<file path="config.mk">
export PLATFORM = sky130hd
export DESIGN_NAME = mont_mul_r2
export DESIGN_NICKNAME = d
export VERILOG_FILES = /design/src/rtl/mm_pkg.sv /design/src/rtl/mm_csa_row.sv /design/src/rtl/mm_skip_detect.sv /design/src/rtl/mm_ctrl.sv /design/src/rtl/mont_mul_r2.sv
export SDC_FILE = /design/constraint.sdc
export NUM_CORES = 1
export LEC_CHECK = 0
export ABC_AREA = 1
export BUFFER_PORTS_ARGS = -buffer_cell sky130_fd_sc_hd__buf_2
export CAP_MARGIN = 20
export CORE_UTILIZATION = 55
export DETAILED_ROUTE_END_ITERATION = 8
export GPL_TIMING_DRIVEN = 0
export HOLD_SLACK_MARGIN = 0.02
export PLACE_DENSITY = 0.77
export SETUP_SLACK_MARGIN = 0.2
export SLEW_MARGIN = 20
export SYNTH_ARGS = -nofsm -noshare
export SYNTH_HDL_FRONTEND = slang
export SYNTH_SLANG_ARGS = --single-unit
</file>
<file path="constraint.sdc">
create_clock -name clk -period 3 [get_ports clk]
set_input_delay 0.9 -clock clk [delete_from_list [all_inputs] [get_ports clk]]
set_output_delay 0.9 -clock clk [all_outputs]
set_load 0.05 [all_outputs]
</file>
<file path="src/rtl/mm_pkg.sv">
package mm_pkg;

  typedef enum logic [1:0] {
    ST_IDLE = 2'd0,
    ST_PRE  = 2'd1,
    ST_LOOP = 2'd2,
    ST_CONV = 2'd3
  } mm_state_e;

  typedef enum logic {
    CSA_FULL  = 1'b0,
    CSA_HALF2 = 1'b1
  } csa_mode_e;

endpackage

</file>
<file path="src/rtl/mm_csa_row.sv">
module mm_csa_row
  import mm_pkg::*;
#(
  parameter int W = 34
) (
  input  csa_mode_e      mode,
  input  logic [W-1:0]   x,
  input  logic [W-1:0]   y,
  input  logic [W-1:0]   z,
  output logic [W-1:0]   sum,
  output logic [W-1:0]   carry
);

  // first-stage half-adder sums, shared by both configurations
  logic [W-1:0] hs;
  logic [W-1:0] f_sum, f_cry, h_sum, h_cry;

  genvar i;
  generate
    for (i = 0; i < W; i++) begin : g_bit
      assign hs[i]    = x[i] ^ y[i];
      assign f_sum[i] = hs[i] ^ z[i];
      if (i == 0) begin : g_lsb
        assign h_sum[i] = hs[i];
        assign f_cry[i] = 1'b0;
        assign h_cry[i] = 1'b0;
      end else begin : g_upper
        // second half-adder stage takes the generate bit of the neighbour
        assign h_sum[i] = hs[i] ^ (x[i-1] & y[i-1]);
        assign f_cry[i] = (x[i-1] & y[i-1]) | (hs[i-1] & z[i-1]);
        if (i == 1) begin : g_b1
          assign h_cry[i] = 1'b0;
        end else begin : g_bn
          assign h_cry[i] = hs[i-1] & (x[i-2] & y[i-2]);
        end
      end
    end
  endgenerate

  always_comb begin
    if (mode == CSA_FULL) begin
      sum   = f_sum;
      carry = f_cry;
    end else begin
      sum   = h_sum;
      carry = h_cry;
    end
  end

endmodule

</file>
<file path="src/rtl/mm_skip_detect.sv">
module mm_skip_detect (
  input  logic       a_bit0,
  input  logic       a_bit1,
  input  logic [1:0] s_low,
  input  logic [1:0] c_low,
  input  logic       two_left,
  output logic       skip1,
  output logic       skip2
);

  // decision uses register bits only, so it sits beside the adder, not after it
  always_comb begin
    skip1 = !a_bit0 && (s_low[0] == 1'b0) && (c_low[0] == 1'b0);
    skip2 = skip1 && two_left && !a_bit1 &&
            (s_low[1] == 1'b0) && (c_low[1] == 1'b0);
  end

endmodule

</file>
<file path="src/rtl/mm_ctrl.sv">
module mm_ctrl
  import mm_pkg::*;
#(
  parameter int K = 32
) (
  input  logic              clk,
  input  logic              rst_n,
  input  logic              start,
  input  logic              chain_clear,
  input  logic              skip2,
  output mm_state_e         st,
  output logic              two_left,
  output logic              busy,
  output logic              done
);

  localparam int IW = $clog2(K + 1) + 1;

  mm_state_e      st_q, st_n;
  logic [IW-1:0]  idx_q, idx_n;
  logic           done_q, done_n;

  always_comb begin
    st_n   = st_q;
    idx_n  = idx_q;
    done_n = 1'b0;
    case (st_q)
      ST_IDLE: begin
        if (start) begin
          st_n  = ST_PRE;
          idx_n = '0;
        end
      end
      ST_PRE: begin
        if (chain_clear) st_n = ST_LOOP;
      end
      ST_LOOP: begin
        idx_n = idx_q + (skip2 ? IW'(2) : IW'(1));
        if (idx_n >= IW'(K)) st_n = ST_CONV;
      end
      ST_CONV: begin
        if (chain_clear) begin
          st_n   = ST_IDLE;
          done_n = 1'b1;
        end
      end
      default: st_n = ST_IDLE;
    endcase
  end

  always_ff @(posedge clk or negedge rst_n) begin
    if (!rst_n) begin
      st_q   <= ST_IDLE;
      idx_q  <= '0;
      done_q <= 1'b0;
    end else begin
      st_q   <= st_n;
      idx_q  <= idx_n;
      done_q <= done_n;
    end
  end

  assign st       = st_q;
  assign two_left = (idx_q + IW'(1)) < IW'(K);
  assign busy     = (st_q != ST_IDLE);
  assign done     = done_q;

  // the completion flag never stays high into a second cycle
  p_done_single_r2: assert property (@(posedge clk) disable iff (!rst_n)
    done_q |=> !done_q);

  // the bit index never runs past the operand width
  p_idx_bound_r4: assert property (@(posedge clk) disable iff (!rst_n)
    idx_q <= IW'(K));

endmodule

</file>
<file path="src/rtl/mont_mul_r2.sv">
module mont_mul_r2
  import mm_pkg::*;
#(
  parameter int K = 32
) (
  input  logic         clk,
  input  logic         rst_n,
  input  logic         start,
  input  logic [K-1:0] op_a,
  input  logic [K-1:0] op_b,
  input  logic [K-1:0] modulus,
  output logic         busy,
  output logic         done,
  output logic [K:0]   result
);

  localparam int W = K + 2;

  mm_state_e    st;
  csa_mode_e    mode;
  logic         two_left, skip1, skip2, chain_clear, q_bit, load, en;
  logic [K-1:0] a_sh, a_n, b_q, b_n, n_q, n_n;
  logic [W-1:0] bn_q, bn_n, s_q, s_n, c_q, c_n;
  logic [W-1:0] addend, csa_s, csa_c;
  logic [K:0]   res_q, res_n;

  mm_ctrl #(.K(K)) u_ctrl (
    .clk         (clk),
    .rst_n       (rst_n),
    .start       (start),
    .chain_clear (chain_clear),
    .skip2       (skip2),
    .st          (st),
    .two_left    (two_left),
    .busy        (busy),
    .done        (done)
  );

  mm_skip_detect u_skip (
    .a_bit0   (a_sh[0]),
    .a_bit1   (a_sh[1]),
    .s_low    (s_q[1:0]),
    .c_low    (c_q[1:0]),
    .two_left (two_left),
    .skip1    (skip1),
    .skip2    (skip2)
  );

  // quotient bit: makes the low bit of the three-input sum zero
  assign q_bit = s_q[0] ^ c_q[0] ^ (a_sh[0] & b_q[0]);

  always_comb begin
    case ({a_sh[0], q_bit})
      2'b00:   addend = '0;
      2'b10:   addend = {2'b00, b_q};
      2'b01:   addend = {2'b00, n_q};
      default: addend = bn_q;
    endcase
  end

  assign mode = (st == ST_LOOP) ? CSA_FULL : CSA_HALF2;

  mm_csa_row #(.W(W)) u_csa (
    .mode  (mode),
    .x     (s_q),
    .y     (c_q),
    .z     (addend),
    .sum   (csa_s),
    .carry (csa_c)
  );

  assign chain_clear = (csa_c == '0);
  assign load        = (st == ST_IDLE) && start;
  assign en          = (st != ST_IDLE) || load;

  always_comb begin
    a_n   = a_sh;
    b_n   = b_q;
    n_n   = n_q;
    bn_n  = bn_q;
    s_n   = s_q;
    c_n   = c_q;
    res_n = res_q;
    case (st)
      ST_IDLE: begin
        if (start) begin
          a_n = op_a;
          b_n = op_b;
          n_n = modulus;
          s_n = {2'b00, op_b};
          c_n = {2'b00, modulus};
        end
      end
      ST_PRE: begin
        s_n = csa_s;
        c_n = csa_c;
        if (chain_clear) begin
          bn_n = csa_s;
          s_n  = '0;
          c_n  = '0;
        end
      end
      ST_LOOP: begin
        if (skip2) begin
          s_n = s_q >> 2;
          c_n = c_q >> 2;
          a_n = a_sh >> 2;
        end else if (skip1) begin
          s_n = s_q >> 1;
          c_n = c_q >> 1;
          a_n = a_sh >> 1;
        end else begin
          s_n = csa_s >> 1;
          c_n = csa_c >> 1;
          a_n = a_sh >> 1;
        end
      end
      ST_CONV: begin
        s_n = csa_s;
        c_n = csa_c;
        if (chain_clear) res_n = csa_s[K:0];
      end
      default: ;
    endcase
  end

  always_ff @(posedge clk or negedge rst_n) begin
    if (!rst_n) begin
      a_sh  <= '0;
      b_q   <= '0;
      n_q   <= '0;
      bn_q  <= '0;
      s_q   <= '0;
      c_q   <= '0;
      res_q <= '0;
    end else if (en) begin
      a_sh  <= a_n;
      b_q   <= b_n;
      n_q   <= n_n;
      bn_q  <= bn_n;
      s_q   <= s_n;
      c_q   <= c_n;
      res_q <= res_n;
    end
  end

  assign result = res_q;

  // a two-stage half-add step keeps the value of the vector pair
  p_half_keeps_value_r7: assert property (@(posedge clk) disable iff (!rst_n)
    (st == ST_PRE || st == ST_CONV) |->
      (({1'b0, csa_s} + {1'b0, csa_c}) == ({1'b0, s_q} + {1'b0, c_q})));

  // an adder-based loop step always produces an even sum
  p_loop_even_r5: assert property (@(posedge clk) disable iff (!rst_n)
    (st == ST_LOOP && !skip1) |-> (csa_s[0] == 1'b0));

  // a skipped iteration would have added zero
  p_skip_free_r4: assert property (@(posedge clk) disable iff (!rst_n)
    (st == ST_LOOP && skip1) |-> (addend == '0));

  // the merged word fits K+1 bits
  p_conv_fit_r8: assert property (@(posedge clk) disable iff (!rst_n)
    (st == ST_CONV && chain_clear) |-> (csa_s[W-1] == 1'b0));

  // the presented result lies below twice the modulus
  p_result_range_r1: assert property (@(posedge clk) disable iff (!rst_n)
    done |-> ({1'b0, res_q} < {n_q, 1'b0}));

  // captured operands hold while an operation runs
  p_start_ignored_r3: assert property (@(posedge clk) disable iff (!rst_n)
    (busy && start) |=> ($stable(b_q) && $stable(n_q)));

endmodule

</file>
==> results.sh <==
export IMPL_vias=18200
export IMPL_synth_area_leaders="dfrtp_1, nand2_1, o21ai_0"
export IMPL_track_usage_pct=47.3
export IMPL_power_frac_comb_pct=64.2
export IMPL_die_x_um=171
export IMPL_path_cells="ha_4 -> nand3_4 -> nand2_8 -> nor2_4 -> buf_4 -> nand2_1 -> nand3_1 -> nand2_1 -> nand2_1 -> nand2_1 -> nand2_1 -> nor2_1 -> nand2_1 -> nor2_4 -> nand2_4 -> nor3_4 -> buf_6 -> buf_4 -> buf_16 -> nand2_1 -> nand2_1"
export IMPL_ant_nets=0
export IMPL_syn_to_final_growth_pct=21.4
export IMPL_ir_drop_mv=0.795
export IMPL_hold_violations=0
export IMPL_syn_nets=2484
export IMPL_syn_avg_cell_area_um2=6.69
export IMPL_core_um2=27900
export IMPL_r2r_end="result[6]$_DFFE_PN0P_"
export IMPL_p_switching_mw=14.3
export IMPL_worst_pin_slew_ps=1220
export IMPL_yosysTopAreaCellShare_pct=38.5
export IMPL_antenna_found_initial=1
export IMPL_ys_flop_type="dfrtp_1"
export IMPL_worst_path_max_fanout=7
export IMPL_worst_clock_skew_ps=30.1
export IMPL_status="finished, violations left"
export IMPL_reg2reg_slack_ps=-290
export IMPL_period_minus_slack_ps=3290
export IMPL_grt_pass1_vias=16800
export IMPL_viasPerCell=6.16
export IMPL_cts_root_buffer="clkbuf_16"
export IMPL_cts_clk_slew_worst_paths_ps=60
export IMPL_fin_ws_ps=-289
export IMPL_hold_class="in2async"
export IMPL_ys_async_sr_fraction_pct=100
export IMPL_synthCells=2344
export IMPL_portBuffers=133
export IMPL_grt_use_met1_pct=61.5
export IMPL_grt_start_max_net_pins=100
export IMPL_synth_edf_count=0
export IMPL_yosys_top_cells_count="nand2_1, inv_1, dfrtp_1"
export IMPL_synth_fa_ha_area_share_pct=3.37
export IMPL_drc=0
export IMPL_fillers=2449
export IMPL_timing_critical_path_mode_cell="nand2_1"
export IMPL_synth_simple_area_share_pct=31.1
export IMPL_overflow=0
export IMPL_num_rows=61
export IMPL_place_hpwl_um=45800
export IMPL_path_class="reg2reg"
export IMPL_pwr_share_clk_pct=13.7
export IMPL_drv_cap=0
export IMPL_multi_input_area_um2=8410
export IMPL_holdWs_ps=236
export IMPL_initial_core_util_pct=56.1
export IMPL_grt_busiest_layer="met2"
export IMPL_ys_types=40
export IMPL_drt_wirelength_per_cell_um=23.3
export IMPL_violations="negative setup slack"
export IMPL_grt_first_pass_wirelength_um=101000
export IMPL_gr_usage_met2_pct=67.2
export IMPL_synth_top_family_by_area="simple AND/OR/NAND/NOR gates"
export IMPL_reg2reg_depth=21
export IMPL_cts_tree="built"
export IMPL_period_share_pct=110
export IMPL_layout_nets=2688
export IMPL_die_height_um=171
export IMPL_setup_violations=104
export IMPL_design_portCount=134
export IMPL_drive_gt1_share_pct=15.9
export IMPL_ys_seq_elements=241
export IMPL_yosysTopAreaCell="dfrtp_1"
export IMPL_use_met3_pct=16.5
export IMPL_arrival_ps=3800
export IMPL_muxShareOfSynthArea_pct=0
export IMPL_fmax_mhz=304
export IMPL_hold_buffers=0
export IMPL_clkSinkCount=241
export IMPL_worst_skew_pair_late_latency_ps=600
export IMPL_fin_util_pct=68.1
export IMPL_worst_path_max_delay_cell="dfrtp_2"
export IMPL_yosys_warnings=0
export IMPL_start_kind="register"
export IMPL_synth_xor_area_share_pct=0.335
export IMPL_synth_compound_area_share_pct=16.2
export IMPL_leakage_nw=10.3
export IMPL_synthesis_area_um2=15700
export IMPL_ff_latch_area_um2=6030
export IMPL_p_per_area_nw_per_um2=1330
export IMPL_seq_area_frac_synth_pct=38.5
export IMPL_slew_headroom_pct=18.4
export IMPL_die_area_um2=29200
export IMPL_p_seq_share_pct=22.1
export IMPL_routabilityCongestion=1.03
export IMPL_htreeDepth=1
export IMPL_dr_first_iter_drc_count=3291
export IMPL_drv_slew=0
export IMPL_numCtsBuffers=28
export IMPL_max_stage_delay_ps=430
export IMPL_r2r_start="c_q[0]$_DFFE_PN0P_"
export IMPL_clk_path_buf_depth=3
export IMPL_wirelength_um=68800
export IMPL_crit_path_end_kind="register"
export IMPL_firstDrtPassIters=6
export IMPL_worstPathRequired_ps=3510
export IMPL_swShare_pct=56.5
export IMPL_synth_most_common_cell="nand2_1"
export IMPL_intPower_mw=11.0
export IMPL_final_setup_tns_ps=-21600
export IMPL_rsz0062_at_grt="yes"
## cell families (layout without fill, tap and decap cells)
family,Yosys count,count (layout)
xor gates and xnor gates,6,6
adders and majority gates,41,41
DFF,241,241
AOI/OAI and AO/OA,433,433
buffers and inverters,427,652
and+or+nand+nor,1196,1196
other,0,1
## through the flow
step	cell area, µm²	power, mW	setup slack [ps]	instances
2_1_floorplan	15700	14.5	205	2344
3_3_place_gp	16900	19.4	-3410	2855
3_5_place_dp	16900	19.6	-985	2857
4_1_cts	18700	23.9	-142	2936
5_1_grt	19000	26.4	-337	2947
6_report	19000	25.3	-289	2948
## power by group through the flow
stage               logic [mW]  registers, mW  clock network (mW)
floorplan                 8.77           5.71                   0
global placement          13.8           5.53                   0
detailed placement        14.1           5.53                   0
CTS                       14.9           5.52                3.48
global route              17.1           5.69                3.58
finish                    16.2           5.59                3.48
## worst max path at each step
stage                              from                        to  cells after the start
2_1_floorplan       a_sh[0]$_DFFE_PN0P_  u_ctrl.st[1]$_DFFE_PN0P_                     17
4_1_cts              c_q[0]$_DFFE_PN0P_    result[13]$_DFFE_PN0P_                     21
6_report             c_q[0]$_DFFE_PN0P_     result[6]$_DFFE_PN0P_                     21
3_3_place_gp                      rst_n    result[23]$_DFFE_PN0P_                      1
5_1_grt              c_q[0]$_DFFE_PN0P_      bn_q[11]$_DFFE_PN0P_                     20
3_5_place_dp   u_ctrl.st[0]$_DFFE_PN0P_       s_q[27]$_DFFE_PN0P_                     12
## layer usage
layer | vias to the layer above | part of all wire [%]
met5 | - | 0.049
met4 | 2 | 7.1
met3 | 350 | 15
met2 | 1433 | 41
met1 | 8393 | 37
li1 | 7991 | -
## critical path, delay by kind of cell (launching register included)
family / cells / cell delay [ps]
fa+ha+maj: 1 / 320
buf+inv: 4 / 630
flops: 1 / 430
simple gates: 16 / 1780
## cell usage in the layout (no fill, tap or decap), types with 36 or more instances in the layout
master,Yosys,routed
nand2_1,848,797
dfrtp_1,241,239
inv_1,280,277
o221ai_1,55,54
nor2_1,138,130
ha_1,39,36
a21oi_1,71,70
buf_2,23,140
nand4_1,46,46
clkbuf_1,104,66
nand2_2,3,45
nand3_1,135,127
o211ai_1,37,37
o21ai_0,218,215
## final cells by class
type | count | area share (%)
sequential | 241 | 31.7
multi-input combinational | 1676 | 44.2
clock buffer | 43 | 4.34
antenna | 1 | 0.0131
inverter | 285 | 5.69
timing repair buffer | 174 | 6.17
clock inverter | 8 | 0.473
buffer | 142 | 4.97
tap | 378 | 2.48
## flip-flops by register name, summed over array words and instances (netlist names)
| signal | cells |
|---|---|
| b_q | 32 |
| c_q | 34 |
| s_q | 34 |
| u_ctrl.done | 1 |
| u_ctrl.st | 2 |
| bn_q | 34 |
| u_ctrl.idx_q | 7 |
| result | 33 |
| a_sh | 32 |
| n_q | 32 |
## what timing repair did
action,CTS,global route
cloned,7,0
pin swaps,25,18
setup endpoints to repair,177,173
resized for setup,181,99
setup buffers,21,11
Power figures use the tool's default switching activity.
